===== config.mk =====
export PLATFORM = sky130hd
export DESIGN_NAME = dir_coherence_home
export DESIGN_NICKNAME = d
export VERILOG_FILES = /design/src/rtl/dirc_pkg.sv /design/src/rtl/dirc_dir_store.sv /design/src/rtl/dirc_mem.sv /design/src/rtl/dirc_engine.sv /design/src/rtl/dir_coherence_home.sv
export SDC_FILE = /design/constraint.sdc
export NUM_CORES = 1
export LEC_CHECK = 0
export ABC_AREA = 1
export CAP_MARGIN = 10
export CELL_PAD_IN_SITES_DETAIL_PLACEMENT = 2
export CELL_PAD_IN_SITES_GLOBAL_PLACEMENT = 2
export CORE_ASPECT_RATIO = 1.25
export CORE_MARGIN = 2
export CORE_UTILIZATION = 41
export CTS_BUF_LIST = sky130_fd_sc_hd__clkbuf_4 sky130_fd_sc_hd__clkbuf_8
export CTS_CLUSTER_SIZE = 20
export DETAILED_ROUTE_END_ITERATION = 6
export PLACE_DENSITY = 0.89
export SETUP_SLACK_MARGIN = 0.02
export SLEW_MARGIN = 20
export SYNTH_ARGS = -nofsm -noshare
export SYNTH_HDL_FRONTEND = slang
export SYNTH_SLANG_ARGS = --single-unit

===== constraint.sdc =====
create_clock -name clk -period 5 [get_ports clk]
set_input_delay 0.5 -clock clk [delete_from_list [all_inputs] [get_ports clk]]
set_output_delay 0.5 -clock clk [all_outputs]
set_load 0.05 [all_outputs]

===== src/rtl/dirc_pkg.sv =====
package dirc_pkg;
  localparam logic [1:0] OP_RDMISS = 2'd0;
  localparam logic [1:0] OP_WRMISS = 2'd1;
  localparam logic [1:0] OP_WRBACK = 2'd2;

  localparam logic [1:0] RK_DATA   = 2'd0;
  localparam logic [1:0] RK_WBDONE = 2'd1;

  localparam logic SK_INV   = 1'b0;
  localparam logic SK_FETCH = 1'b1;

  typedef enum logic [2:0] {
    ST_IDLE    = 3'd0,
    ST_LOOK    = 3'd1,
    ST_WAIT    = 3'd2,
    ST_REFETCH = 3'd3,
    ST_REPLY   = 3'd4
  } eng_state_e;
endpackage


===== src/rtl/dirc_dir_store.sv =====
module dirc_dir_store #(
  parameter int N_CACHE = 4,
  parameter int N_BLK   = 16,
  localparam int BLK_W  = $clog2(N_BLK)
) (
  input  logic               clk,
  input  logic               rst_n,
  input  logic [BLK_W-1:0]   idx,
  input  logic               wr_en,
  input  logic [N_CACHE-1:0] wr_pres,
  input  logic               wr_dirty,
  output logic [N_CACHE-1:0] rd_pres,
  output logic               rd_dirty
);
  logic [N_CACHE-1:0] pres_q  [N_BLK];
  logic               dirty_q [N_BLK];

  for (genvar b = 0; b < N_BLK; b++) begin : g_entry
    logic hit;
    assign hit = wr_en && (idx == BLK_W'(b));
    always_ff @(posedge clk or negedge rst_n) begin
      if (!rst_n) begin
        pres_q[b]  <= '0;
        dirty_q[b] <= 1'b0;
      end else if (hit) begin
        pres_q[b]  <= wr_pres;
        dirty_q[b] <= wr_dirty;
      end
    end
  end

  assign rd_pres  = pres_q[idx];
  assign rd_dirty = dirty_q[idx];
endmodule


===== src/rtl/dirc_mem.sv =====
module dirc_mem #(
  parameter int N_BLK  = 16,
  parameter int DATA_W = 32,
  localparam int BLK_W = $clog2(N_BLK)
) (
  input  logic              clk,
  input  logic              rst_n,
  input  logic [BLK_W-1:0]  idx,
  input  logic              wr_en,
  input  logic [DATA_W-1:0] wr_data,
  output logic [DATA_W-1:0] rd_data
);
  logic [DATA_W-1:0] word_q [N_BLK];
  logic [DATA_W-1:0] rd_q;

  for (genvar b = 0; b < N_BLK; b++) begin : g_word
    logic hit;
    assign hit = wr_en && (idx == BLK_W'(b));
    always_ff @(posedge clk or negedge rst_n) begin
      if (!rst_n)   word_q[b] <= '0;
      else if (hit) word_q[b] <= wr_data;
    end
  end

  always_ff @(posedge clk or negedge rst_n) begin
    if (!rst_n) rd_q <= '0;
    else        rd_q <= word_q[idx];
  end

  assign rd_data = rd_q;
endmodule


===== src/rtl/dirc_engine.sv =====
module dirc_engine
  import dirc_pkg::*;
#(
  parameter int N_CACHE = 4,
  parameter int N_BLK   = 16,
  parameter int DATA_W  = 32,
  localparam int SRC_W  = $clog2(N_CACHE),
  localparam int BLK_W  = $clog2(N_BLK)
) (
  input  logic               clk,
  input  logic               rst_n,
  input  logic               req_valid,
  input  logic [SRC_W-1:0]   req_src,
  input  logic [1:0]         req_op,
  input  logic [BLK_W-1:0]   req_blk,
  input  logic [DATA_W-1:0]  req_data,
  input  logic               cack_valid,
  input  logic [SRC_W-1:0]   cack_src,
  input  logic [DATA_W-1:0]  cack_data,
  input  logic [N_CACHE-1:0] ent_pres,
  input  logic               ent_dirty,
  input  logic [DATA_W-1:0]  mem_rdata,
  output logic [BLK_W-1:0]   cur_blk,
  output logic               ent_we,
  output logic [N_CACHE-1:0] ent_wpres,
  output logic               ent_wdirty,
  output logic               mem_we,
  output logic [DATA_W-1:0]  mem_wdata,
  output logic               nack_valid,
  output logic [SRC_W-1:0]   nack_dst,
  output logic               rsp_valid,
  output logic [SRC_W-1:0]   rsp_dst,
  output logic [1:0]         rsp_kind,
  output logic [DATA_W-1:0]  rsp_data,
  output logic               snp_valid,
  output logic [N_CACHE-1:0] snp_mask,
  output logic               snp_kind,
  output logic [BLK_W-1:0]   snp_blk
);
  eng_state_e         st_q, st_d;
  logic [SRC_W-1:0]   src_q;
  logic [1:0]         op_q;
  logic [BLK_W-1:0]   blk_q;
  logic [DATA_W-1:0]  wdata_q;
  logic [N_CACHE-1:0] pend_q, pend_d;
  logic               accept;
  logic [N_CACHE-1:0] req_oh, ack_oh, others;

  assign req_oh = N_CACHE'(1) << src_q;
  assign ack_oh = N_CACHE'(1) << cack_src;
  assign others = ent_pres & ~req_oh;

  always_comb begin
    st_d       = st_q;
    pend_d     = pend_q;
    accept     = 1'b0;
    ent_we     = 1'b0;
    ent_wpres  = ent_pres;
    ent_wdirty = ent_dirty;
    mem_we     = 1'b0;
    mem_wdata  = cack_data;
    snp_valid  = 1'b0;
    snp_mask   = '0;
    snp_kind   = SK_INV;
    unique case (st_q)
      ST_IDLE: begin
        if (req_valid) begin
          accept = 1'b1;
          st_d   = ST_LOOK;
        end
      end
      ST_LOOK: begin
        st_d = ST_REPLY;
        if (op_q == OP_RDMISS) begin
          if (ent_dirty) begin
            snp_valid = 1'b1;
            snp_kind  = SK_FETCH;
            snp_mask  = ent_pres;
            pend_d    = ent_pres;
            st_d      = ST_WAIT;
          end else begin
            ent_we    = 1'b1;
            ent_wpres = ent_pres | req_oh;
          end
        end else if (op_q == OP_WRMISS) begin
          if (others == '0) begin
            ent_we     = 1'b1;
            ent_wpres  = req_oh;
            ent_wdirty = 1'b1;
          end else begin
            snp_valid = 1'b1;
            snp_kind  = SK_INV;
            snp_mask  = others;
            pend_d    = others;
            st_d      = ST_WAIT;
          end
        end else if (op_q == OP_WRBACK) begin
          if (ent_dirty && ent_pres[src_q]) begin
            ent_we     = 1'b1;
            ent_wpres  = ent_pres & ~req_oh;
            ent_wdirty = 1'b0;
            mem_we     = 1'b1;
            mem_wdata  = wdata_q;
          end
        end
      end
      ST_WAIT: begin
        if (cack_valid && pend_q[cack_src]) begin
          pend_d = pend_q & ~ack_oh;
          mem_we = ent_dirty;
          if (pend_d == '0) begin
            ent_we = 1'b1;
            st_d   = ST_REFETCH;
            if (op_q == OP_RDMISS) begin
              ent_wpres  = ent_pres | req_oh;
              ent_wdirty = 1'b0;
            end else begin
              ent_wpres  = req_oh;
              ent_wdirty = 1'b1;
            end
          end
        end
      end
      ST_REFETCH: st_d = ST_REPLY;
      ST_REPLY:   st_d = ST_IDLE;
      default:    st_d = ST_IDLE;
    endcase
  end

  always_ff @(posedge clk or negedge rst_n) begin
    if (!rst_n) begin
      st_q   <= ST_IDLE;
      pend_q <= '0;
    end else begin
      st_q   <= st_d;
      pend_q <= pend_d;
    end
  end

  always_ff @(posedge clk or negedge rst_n) begin
    if (!rst_n) begin
      src_q   <= '0;
      op_q    <= '0;
      blk_q   <= '0;
      wdata_q <= '0;
    end else if (accept) begin
      src_q   <= req_src;
      op_q    <= req_op;
      blk_q   <= req_blk;
      wdata_q <= req_data;
    end
  end

  assign cur_blk    = blk_q;
  assign nack_valid = req_valid && (st_q != ST_IDLE);
  assign nack_dst   = req_src;
  assign rsp_valid  = (st_q == ST_REPLY);
  assign rsp_dst    = src_q;
  assign rsp_kind   = (op_q == OP_WRBACK) ? RK_WBDONE : RK_DATA;
  assign rsp_data   = mem_rdata;
  assign snp_blk    = blk_q;
endmodule


===== src/rtl/dir_coherence_home.sv =====
module dir_coherence_home #(
  parameter int N_CACHE = 4,
  parameter int N_BLK   = 16,
  parameter int DATA_W  = 32,
  localparam int SRC_W  = $clog2(N_CACHE),
  localparam int BLK_W  = $clog2(N_BLK)
) (
  input  logic               clk,
  input  logic               rst_n,
  input  logic               req_valid,
  input  logic [SRC_W-1:0]   req_src,
  input  logic [1:0]         req_op,
  input  logic [BLK_W-1:0]   req_blk,
  input  logic [DATA_W-1:0]  req_data,
  output logic               nack_valid,
  output logic [SRC_W-1:0]   nack_dst,
  output logic               rsp_valid,
  output logic [SRC_W-1:0]   rsp_dst,
  output logic [1:0]         rsp_kind,
  output logic [DATA_W-1:0]  rsp_data,
  output logic               snp_valid,
  output logic [N_CACHE-1:0] snp_mask,
  output logic               snp_kind,
  output logic [BLK_W-1:0]   snp_blk,
  input  logic               cack_valid,
  input  logic [SRC_W-1:0]   cack_src,
  input  logic [DATA_W-1:0]  cack_data
);
  logic [BLK_W-1:0]   cur_blk;
  logic               ent_we, ent_wdirty, ent_dirty;
  logic [N_CACHE-1:0] ent_wpres, ent_pres;
  logic               mem_we;
  logic [DATA_W-1:0]  mem_wdata, mem_rdata;

  dirc_dir_store #(.N_CACHE(N_CACHE), .N_BLK(N_BLK)) u_dir (
    .clk(clk), .rst_n(rst_n), .idx(cur_blk), .wr_en(ent_we),
    .wr_pres(ent_wpres), .wr_dirty(ent_wdirty),
    .rd_pres(ent_pres), .rd_dirty(ent_dirty)
  );

  dirc_mem #(.N_BLK(N_BLK), .DATA_W(DATA_W)) u_mem (
    .clk(clk), .rst_n(rst_n), .idx(cur_blk), .wr_en(mem_we),
    .wr_data(mem_wdata), .rd_data(mem_rdata)
  );

  dirc_engine #(.N_CACHE(N_CACHE), .N_BLK(N_BLK), .DATA_W(DATA_W)) u_eng (
    .clk(clk), .rst_n(rst_n),
    .req_valid(req_valid), .req_src(req_src), .req_op(req_op),
    .req_blk(req_blk), .req_data(req_data),
    .cack_valid(cack_valid), .cack_src(cack_src), .cack_data(cack_data),
    .ent_pres(ent_pres), .ent_dirty(ent_dirty), .mem_rdata(mem_rdata),
    .cur_blk(cur_blk), .ent_we(ent_we), .ent_wpres(ent_wpres),
    .ent_wdirty(ent_wdirty), .mem_we(mem_we), .mem_wdata(mem_wdata),
    .nack_valid(nack_valid), .nack_dst(nack_dst),
    .rsp_valid(rsp_valid), .rsp_dst(rsp_dst), .rsp_kind(rsp_kind),
    .rsp_data(rsp_data),
    .snp_valid(snp_valid), .snp_mask(snp_mask), .snp_kind(snp_kind),
    .snp_blk(snp_blk)
  );
endmodule


==> out/results.ini <==
[power_and_ir_drop]
power_frac_seq_pct=39.0
p_per_area_mw_per_mm2=440.6
switchingPower_w=0.006152
vdd_drop_max_v=0.0005989
p_comb_share_pct=25.1
p_int_w=0.009224
p_leak_nw=18.53
power.share.switching_pct=40.01
clkPwrFrac_pct=35.9

[sta]
setup_violations=0
slew_violations=0
tns_ns=0
hold_viol_final=0
worstMarginPinSlew_ns=1.162
worst_slack_ns=0.3357
rsz0062_at_grt=false
worst_clock_skew_ns=0.07833
period_share_pct=93.29
hold_slack_ns=0.2644
slew_headroom_pct=22.56
layout_min_cycle_time_ns=4.664
fmax_mhz=214.4

[routing]
drtAntennaViolNets=0
drcViolationCount=0
routed_wl_mm=153.4
post_drt_wl_per_cell_um=31.47
routed_via_density=6.230
dr.pass1.iters=6
vias=30380
drtIter0Drc=2997

[clocking]
cts_sinks=671
cts_resized=0
post_cts_buffers=0
tritoncts=done
htreeDepth=3
ctsHoldBuffers=1
numCtsBuffers=109
cts_root_buf=clkbuf_8
path_clk_slew_ns=0.09
cts_buffer_depth=3
insertion_delay_ns=0.83

[hold_path]
hold_depth=3
hp-class=in2reg

[status]
status=finished, final reports clean

[finish]
fill_cells=8245
final_nets=3898
drive_gt1_share_pct=9.401
synthToLayoutAreaGrowth_pct=13.39
design_area_mm2=0.03490

[die]
coreArea_mm2=0.07455
fp.dieH_um=310.3
start_util_pct=41.29
die_w_um=249.1
io_pins=128
row_count=112
die_area_mm2=0.07729

[logic_synthesis]
synth_compound_area_share_pct=11.07
ys_dominant_reg_cell=dfrtp_1
synth-async-reset-ratio_pct=100.0
synthAdderAreaFrac_pct=0
muxShareOfSynthArea_pct=0.07317
yosys_register_bits=671
yosysSeqAreaShare_pct=54.55
synthCells=3772
yosys.area_share.simple_pct=28.90
synth_top_family_by_area=simple AND/OR/NAND/NOR gates
syn_nets=3850
synth_warnings=0
synth_enable_flop_cells=0
synthXorXnorAreaFrac_pct=0
yosysUniqueCellTypes=37
syn-cell-area_mm2=0.03078
syn_area_per_cell_um2=8.160

[global_routing]
grt_remaining_overflow=0
top_usage_layer=met2
use_met3_pct=8.098
grt_usage_pct=39.16
met2_usage_pct=67.44
met1_usage_pct=44.52
grt_max_degree=130
grt_pass1_wl_mm=227.8
grt_pass1_vias=34840
antenna_found_initial=2

[place]
dp_hpwl_mm=74.42
dp_slack_ns=0.8150
io_buffers=126
placed_area_mm2=0.03252
place.gp.congestion=0.8220

[critical_path]
critPathKind=reg2reg
worstSetupStartpointType=register
rr_worst_depth=16
critPathArrivalTime_ns=5.33
critPathMaxFanout=33
cp-end-kind=register
required_ns=5.67

[run]
cap_viol_max_count=0

cell usage after synthesis, types with 2 or more instances:
cell / n / area, um^2
nand2_1: 2054 / 7710
dfrtp_1: 671 / 16790
a22oi_1: 256 / 1922
a21oi_1: 178 / 890.9
nor2_1: 93 / 349.1
inv_1: 92 / 345.3
clkbuf_1: 89 / 334.1
buf_2: 88 / 440.4
or4_1: 32 / 240.2
buf_4: 27 / 202.7
buf_6: 22 / 247.7
o21ai_2: 22 / 192.7
o21ai_0: 20 / 100.1
nor2_4: 18 / 202.7
nand3_1: 16 / 80.08
inv_2: 13 / 48.80
nand2_2: 13 / 81.33
nand2_4: 12 / 135.1
o21ai_4: 11 / 178.9
buf_1: 9 / 33.78
nor2_2: 6 / 37.54
a31oi_1: 4 / 25.02
nor3_1: 4 / 20.02
o22ai_1: 4 / 25.02
a21boi_0: 2 / 15.01
clkinv_1: 2 / 7.510
mux2_2: 2 / 22.52
nand4_1: 2 / 12.51
o21ai_1: 2 / 10.01
routing by layer:
metal	vias up	routed length [um]	part of all wire, %
met4	2	10020	6.5
met3	662	10940	7.1
met2	1822	75190	49
met5	-	13	0.0085
li1	12070	-	-
met1	15820	57280	37
metrics by stage:
stage	util, %	std cells	power [W]
floorplan	-	3772	0.008152
finish	46.81	4876	0.01538
global placement	43.62	4677	0.009538
detailed placement	43.62	4677	0.009682
CTS	46.79	4873	0.01526
global route	46.81	4874	0.01576
logic make-up after synthesis:
group                  after synthesis
buffers and inverters              342
muxes                                2
DFF                                671
AOI/OAI and AO/OA                  504
other                                1
and+or+nand+nor                   2252
power by group through the flow:
stage	combinational, W	clock [W]	sequential, W
final	0.00386	0.00552	0.00600
after CTS	0.00375	0.00551	0.00599
after floorplan	0.00210	0	0.00605
after detailed placement	0.00361	0	0.00607
after global routing	0.00399	0.00574	0.00602
after global placement	0.00350	0	0.00604
cell usage in the layout, fill, tap and decap left out, types with 2 or more instances in the layout:
cell / count
nand2_2: 22
clkinvlp_4: 4
dfrtp_1: 671
nor2_2: 5
clkbuf_8: 143
a21oi_1: 178
o21ai_0: 20
diode_2: 3
inv_6: 2
clkdlybuf4s50_1: 119
nand4_1: 2
o22ai_1: 4
mux2_2: 2
o21ai_4: 12
o21ai_1: 2
a21boi_0: 2
clkinv_2: 16
clkbuf_4: 28
buf_12: 11
nor3_1: 3
or4_1: 32
nand2_4: 12
nor2_4: 19
buf_4: 40
a22oi_1: 256
inv_1: 86
o21ai_2: 21
nor2_1: 93
inv_2: 20
a31oi_1: 4
nand2_1: 2045
nand3_4: 3
nand3_1: 15
layout make-up:
cell class | count | area (um^2) | share of cell area [%]
well taps | 969 | 1212 | 3.474
flip-flops and latches | 671 | 16790 | 48.11
diodes | 3 | 7.507 | 0.02151
multi-input cells | 2759 | 12400 | 35.52
clock buffers | 171 | 2178 | 6.241
clock inverters | 24 | 173.9 | 0.4983
repair buffers | 172 | 1737 | 4.976
inverters | 107 | 404.1 | 1.158
worst max-delay path, stage by stage, from the launching register on:
cell     delay (ns)
dfrtp_1        0.83
inv_2          0.39
nand2_1        0.21
nand2_1        0.09
nand2_1        0.12
nand2_1        0.11
nor2_4         0.20
nor2_1         0.08
nor2_1         0.26
nand2_4        0.13
nand3_4        0.12
o31ai_4        0.20
nand2_2        0.14
buf_4          0.55
inv_2          0.57
nand2_1        0.30
nand2_1        0.17
worst paths after layout:
kind                                    from  slack (ns)           endpoint
hold / removal                  req_data[14]        0.26  u_eng.wdata_q[14]
max in group asynchronous              rst_n        3.36  u_mem.word_q[358]
hold reg to reg            u_mem.word_q[144]        0.49  u_mem.word_q[144]
min in group asynchronous              rst_n        0.39   u_dir.pres_q[11]
setup reg to reg            u_eng.cur_blk[1]        0.34   u_mem.word_q[94]
setup / recovery            u_eng.cur_blk[1]        0.34   u_mem.word_q[94]
state kept, by name (all words and copies together) (netlist names):
register,count
u_dir.dirty_q,16
u_dir.pres_q,64
u_eng.cur_blk,4
u_eng.op_q,2
u_eng.pend_q,4
u_eng.rsp_dst,2
u_eng.st_q,3
u_eng.wdata_q,32
u_mem.rd_data,32
u_mem.word_q,512
(Power assumes the default switching activity.)
